$ cat src/rtl/sip_pkg.sv
package sip_pkg;

    typedef struct packed {
        logic fall;
        logic rise;
    } edge_t;

    function automatic edge_t edge_of(input logic prev, input logic cur);
        edge_t e;
        e.fall = prev & ~cur;
        e.rise = ~prev & cur;
        return e;
    endfunction

    typedef struct packed {
        logic ibf;
        logic intr;
        logic ie;
    } flags_t;

endpackage

$ cat src/rtl/sip_sync.sv
module sip_sync #(
    parameter int W = 9,
    parameter int STAGES = 2,
    parameter logic [W-1:0] RST_VAL = '0
) (
    input  logic         clk,
    input  logic         rst,
    input  logic [W-1:0] d,
    output logic [W-1:0] q
);
    generate
        if (STAGES == 0) begin : g_bypass
            assign q = d;
        end else begin : g_chain
            logic [W-1:0] stage [STAGES];
            for (genvar i = 0; i < STAGES; i++) begin : g_st
                if (i == 0) begin : g_first
                    always_ff @(posedge clk) begin
                        if (rst) stage[i] <= RST_VAL;
                        else     stage[i] <= d;
                    end
                end else begin : g_next
                    always_ff @(posedge clk) begin
                        if (rst) stage[i] <= RST_VAL;
                        else     stage[i] <= stage[i-1];
                    end
                end
            end
            assign q = stage[STAGES-1];
        end
    endgenerate
endmodule

$ cat src/rtl/sip_edge.sv
module sip_edge
    import sip_pkg::*;
(
    input  logic  clk,
    input  logic  rst,
    input  logic  sig,
    output edge_t ev
);
    logic prev;

    always_ff @(posedge clk) begin
        if (rst) prev <= 1'b1;
        else     prev <= sig;
    end

    assign ev = edge_of(prev, sig);
endmodule

$ cat src/rtl/sip_core.sv
module sip_core
    import sip_pkg::*;
#(
    parameter int DATA_W = 8
) (
    input  logic              clk,
    input  logic              rst,
    input  edge_t             stb_ev,
    input  edge_t             rd_ev,
    input  logic [DATA_W-1:0] data_in,
    input  logic              ie_wr,
    input  logic              ie_din,
    output logic [DATA_W-1:0] latch,
    output flags_t            flags
);
    flags_t nxt;
    logic   clr_intr;
    logic   set_intr;

    always_comb begin
        nxt      = flags;
        clr_intr = rd_ev.fall | (ie_wr & ~ie_din);
        set_intr = stb_ev.rise & flags.ibf & flags.ie;
        if (clr_intr)      nxt.intr = 1'b0;
        else if (set_intr) nxt.intr = 1'b1;
        if (stb_ev.fall)     nxt.ibf = 1'b1;
        else if (rd_ev.rise) nxt.ibf = 1'b0;
        if (ie_wr) nxt.ie = ie_din;
    end

    always_ff @(posedge clk) begin
        if (rst) begin
            flags <= '0;
            latch <= '0;
        end else begin
            flags <= nxt;
            if (stb_ev.fall) latch <= data_in;
        end
    end
endmodule

$ cat src/rtl/strobed_input_port.sv
module strobed_input_port
    import sip_pkg::*;
#(
    parameter int DATA_W = 8,
    parameter int SYNC_STAGES = 2
) (
    input  logic              clk,
    input  logic              rst,
    input  logic              stb_n,
    input  logic [DATA_W-1:0] pin_data,
    input  logic              rd_n,
    input  logic              ie_wr,
    input  logic              ie_din,
    output logic [DATA_W-1:0] rd_data,
    output logic              ibf,
    output logic              intr
);
    localparam int BUS_W = DATA_W + 1;
    localparam logic [BUS_W-1:0] BUS_RST = {1'b1, {DATA_W{1'b0}}};

    logic [BUS_W-1:0]  bus_sync;
    logic [DATA_W-1:0] data_s;
    logic              stb_s;
    edge_t             stb_ev;
    edge_t             rd_ev;
    flags_t            flags;
    logic              ie;

    sip_sync #(.W(BUS_W), .STAGES(SYNC_STAGES), .RST_VAL(BUS_RST)) u_sync (
        .clk(clk), .rst(rst), .d({stb_n, pin_data}), .q(bus_sync)
    );

    assign stb_s  = bus_sync[DATA_W];
    assign data_s = bus_sync[DATA_W-1:0];

    sip_edge u_stb_edge (.clk(clk), .rst(rst), .sig(stb_s), .ev(stb_ev));
    sip_edge u_rd_edge  (.clk(clk), .rst(rst), .sig(rd_n),  .ev(rd_ev));

    sip_core #(.DATA_W(DATA_W)) u_core (
        .clk(clk), .rst(rst), .stb_ev(stb_ev), .rd_ev(rd_ev),
        .data_in(data_s), .ie_wr(ie_wr), .ie_din(ie_din),
        .latch(rd_data), .flags(flags)
    );

    assign ibf  = flags.ibf;
    assign intr = flags.intr;
    assign ie   = flags.ie;
endmodule

$ cat config.mk
export PLATFORM = sky130hd
export DESIGN_NAME = strobed_input_port
export DESIGN_NICKNAME = d
export VERILOG_FILES = /design/src/rtl/sip_pkg.sv /design/src/rtl/sip_sync.sv /design/src/rtl/sip_edge.sv /design/src/rtl/sip_core.sv /design/src/rtl/strobed_input_port.sv
export SDC_FILE = /design/constraint.sdc
export NUM_CORES = 1
export LEC_CHECK = 0
export CORE_MARGIN = 2
export CORE_UTILIZATION = 30
export CTS_CLUSTER_SIZE = 24
export DETAILED_ROUTE_END_ITERATION = 10
export PLACE_DENSITY = 0.62
export SLEW_MARGIN = 0
export SYNTH_ARGS = -nofsm -noshare
export SYNTH_HDL_FRONTEND = slang
export SYNTH_SLANG_ARGS = --single-unit
$ cat constraint.sdc
create_clock -name clk -period 1.9 [get_ports clk]
set_input_delay 0.19 -clock clk [delete_from_list [all_inputs] [get_ports clk]]
set_output_delay 0.19 -clock clk [all_outputs]
set_load 0.005 [all_outputs]
# ---- After elaboration in Yosys (flattened, before gate mapping)
# Memories as Yosys holds them, arrays and structs flattened.
# Index checks and enable logic that the tools add are counted.
dict set report word_totals {
  ff_bits 13
  mem_bits_rw 18
  input_bits 14
  out_inout_bits 10
  elab_cells 31
  n_memories 1
}
dict set report classes {
  mux 7
  n_bitwise 15
  n_reduce_logical 2
}
# memory words word_bits read_ports rd_ports_with_merged_regs write_ports line_no
set mem_list {}
lappend mem_list {u_sync.g_chain.stage 2 9 2 0 2 sip_sync.sv:15} ;# logic [W-1:0] stage [STAGES];
# operator n
set ops {}
lappend ops {{two-way mux 9 bit} 2}
lappend ops {{AND 1 bit} 7}
lappend ops {{two-way mux 1 bit} 5}
lappend ops {{inverter 1 bit} 5}
lappend ops {{bitwise OR 1 bit} 3}
lappend ops {{nonzero test 2 bit} 1}
lappend ops {{OR reduction 2 bit} 1}

# ---- Longest topological paths before layout
dict set report logic_depth {
  depth_word 4
  depth_mapped 4
  mapped_depth_nobuf 3
}

# ---- Hierarchy
# Synthesis repeated with hierarchy kept, for this count alone.
dict set report hier_totals {
  hier_cells 82
  area_unflattened_um2 973.4
}
# mod instances cells_per_inst area_per_inst_um2 seq_area_each_um2
set by_module_without_submodules {}
lappend by_module_without_submodules {sip_sync 1 37 493.0 360.3}
lappend by_module_without_submodules {sip_core 1 37 400.4 220.2}
lappend by_module_without_submodules {sip_edge 2 4 40.0 20.0}

# ---- Worst setup path before layout
# OpenSTA, ideal clock, no wires.
dict set report synth_timing {
  kind {reg2reg}
  from {register u_stb_edge.prev}
  to {register, netlist name u_core.flags[1]}
  setup_time_ps 103
  arrival_ps 719
  slack_ps 1077
  path_stages_with_launch 4
  period_less_slack_ps 823
  path_cell_list {dfxtp_1 inv_1 a41oi_1 a2111oi_2}
}
dict set report synth_between {
  elab_chain_len 4
}
# item line_no
set synth_rtl {}
lappend synth_rtl {{start: declaration} sip_edge.sv:9} ;# logic prev;
lappend synth_rtl {{start signal: assignment} sip_edge.sv:13} ;# else prev <= sig;
lappend synth_rtl {{inverter 1 bit} sip_pkg.sv:11} ;# e.rise = ~prev & cur;
lappend synth_rtl {{AND 1 bit} sip_pkg.sv:11}
lappend synth_rtl {{AND 1 bit (2 in a row)} sip_core.sv:23} ;# set_intr = stb_ev.rise & flags.ibf & flags.ie;
# No other way between the ends.
# A chain may end at the register's enable or synchronous reset.

# ---- Final worst setup path
dict set report layout_timing {
  from {register, netlist name u_core.flags[2]}
  to {output port ibf}
}
# item line_no
set layout_lines {}
lappend layout_lines {{end: declaration} strobed_input_port.sv:15} ;# output logic ibf,
# No word-level cell between the ends.

==> out/qor.txt <==
Die X-Extent - 60.38 um
Post-CTS resize count - 0
Initial Util - 0.3149
Vias in the first global route - 575
P_int - 0.8554 mW
DR pass1 iterations - 3
Mapped Avg Cell Area - 10.48 um^2
Levels on crit path - 1
Max Slew Vio Count - 0
Post-synth top area cell - dfxtp_1
Clock Power Share - 0.317
Arr. time, crit path - 1180 ps
Core Area - 0.003028 mm^2
Row count - 20
Fin crit share - 0.7218
Unrepaired setup endpoints after global routing - false
Largest net degree at the start of global routing - 13
Critical-path cell list - clkdlybuf4s50_1
Top post-synthesis cells by count - dfxtp_1 (31), nor2b_1 (18), nand2_1 (16), a21oi_1 (9)
Top-count cell post-synth - dfxtp_1
Initial antenna violation count - 0
Total grt overflow - 0
Worst slew pin tran - 519.8 ps
Hold depth - 2
Fmax - 729.2 MHz
Die area - 0.003645 mm^2
Met1 Resource Use GR - 0.1044
Fin crit period - 1371 ps
TritonCTS Buffers - 5
FF+latch count, synth - 31
Ranking of synthesized cells by area - dfxtp_1 (65%), nor2b_1 (12%), nand2_1 (6.3%)
Net Count, Synth - 105
Share of cells above drive strength 1 - 0.1176
Hold Path Class - in -> reg
Die Y - 60.38 um
Comb pwr share - 0.064
Max Buffers Root-to-Sink - 2
Via density - 3.840
# hold bufs at CTS - 0
Cell Area, Synth - 953.4 um^2
WL per Instance - 8.571 um
Worst reg2reg path depth - 3
Status - finished, final reports clean
TritonCTS clock tree - yes
Hold Slack - 413.7 ps
Synthesized netlist cell count - 91
Total GRT Usage - 0.09667
Peak supply drop - 0.0002578 V
First-pass GRT wire length - 2442 um
Fin cells - 163
Port Buffers - 23
Main synth FF type - dfxtp_1
Worst Setup SP - u_core.flags[2]$_SDFFE_PP0P_
I/O Pins - 24
Yosys Warn Count - 0
Final hold vios - 0
Crit. End Element - output port
NetSw - 0.2435 mW
Max Cap Violations - 0
Switching share of power - 0.2216
Synth unique cells - 16
R2R Setup Slk - 780 ps
Gpl congestion - 0.6468
Clock root buffer master - clkbuf_4
Pleak - 0.4750 nW
Pwr/cell area - 863.6 mW/mm^2
Starting DRT DRC Count - 14
EDFF count, synth - 0
Post-route ant nets - 0
WP buf/inv - 1
Hold wc startpoint - pin_data[0]
Synth top area share - 0.6509
Top delay family on crit path - buffers and inverters
Max_slew headroom - 0.6527
Setup CP Type - reg -> out
Worst EP required - 1710 ps
Clock latency on the worst-skew pair - 320 ps
Total Routed Length - 1397 um
Startpoint Class - register
Post-CTS setup repair buffer count - 0
Setup TNS - 0 ps
Post-layout util - 0.4202
CTS HTree Levels - 2
Flop pwr share - 0.619
DRC viols - 0
Crit-path max FO - 3
Diode count - 0
Net count, final - 132
Placed Cells - 155
Clk slew on worst S/H paths - 90 ps
M3 GR Usage - 0.04051
Sequential area share after synthesis - 0.6509
Vias - 626
Area grow syn2layout - 33.46%
Design Power - 1.099 mW
# clock sinks - 31
Final setup viols - 0
R2r startpoint - u_stb_edge.prev$_SDFF_PP1_
GR Layer Usage met2 - 0.1398
Detailed Place HPWL - 1019 um
Setup Skew - 5.929 ps
Max incr delay on CP - 510 ps
Slowest CP cell - clkdlybuf4s50_1
Fraction of registers with async set/reset - 0
Grt peak-use layer - met2
-- metrics by stage --
stage | area, um^2 | setup WS, ps
after global placement | 1220 | 593.4
final | 1272 | 528.6
after floorplan | 953.4 | 1077
after CTS | 1272 | 507.9
after detailed placement | 1220 | 549.5
after global routing | 1272 | 461.9
-- per-layer routing --
metal / vias up / share of wire / routed length, um
met5: - / 0 / 0
li1: 341 / - / -
met4: 0 / 0.033 / 46
met1: 261 / 0.44 / 620
met3: 5 / 0.062 / 87
met2: 19 / 0.46 / 644
-- kinds of logic (layout without fill, tap and decap cells) --
group,after synthesis,after routing,share of synthesized area
muxes,1,1,0.01050
and+or+nand+nor,40,40,0.2179
buffers and inverters,7,35,0.04331
AOI/OAI and AO/OA,12,12,0.07742
DFF,31,31,0.6509
-- power groups by stage --
stage | Clock, mW | Sequential, mW | Combinational, mW
2_1_floorplan | 0 | 0.694 | 0.0341
3_3_place_gp | 0 | 0.695 | 0.0698
3_5_place_dp | 0 | 0.696 | 0.0714
4_1_cts | 0.365 | 0.680 | 0.0715
5_1_grt | 0.401 | 0.684 | 0.0782
6_report | 0.349 | 0.680 | 0.0702
-- cells in the final DEF (no fill, tap or decap) --
cell,instances
a41oi_1,1
nor2_1,1
inv_1,2
or2_2,3
mux2i_1,1
clkinv_2,3
a21oi_1,9
a2111oi_2,1
clkdlybuf4s50_1,23
o21ai_0,1
buf_4,2
nor2b_1,18
or2_1,1
nand2b_1,1
clkbuf_4,5
nand2_1,16
dfxtp_1,31
-- path summary, 6_finish.rpt --
| kind | endpoint |
|---|---|
| worst max register to register | u_core.latch[2]$_SDFFE_PP0P_ |
| worst max-delay path | ibf |
| worst min-delay path | u_sync.g_chain.stage[0][0]$_SDFF_PP0_ |
| worst min register to register | u_sync.g_chain.stage[1][8]$_SDFF_PP1_ |
-- area by class of cell --
cell class	instances	area, um^2
inverters	2	7.507
clock buffers	5	37.54
fillers	296	1755
repair buffers	25	245.2
well taps	44	55.05
flip-flops and latches	31	620.6
multi-input cells	53	291.5
clock inverters	3	15.01
-- registers in the layout, summed over array words and instances, names as in the netlist --
register,flops
u_stb_edge.prev,1
u_core.latch,8
u_core.flags,3
u_sync.g_chain.stage,18
u_rd_edge.prev,1
Power figures use the tool's default switching activity.
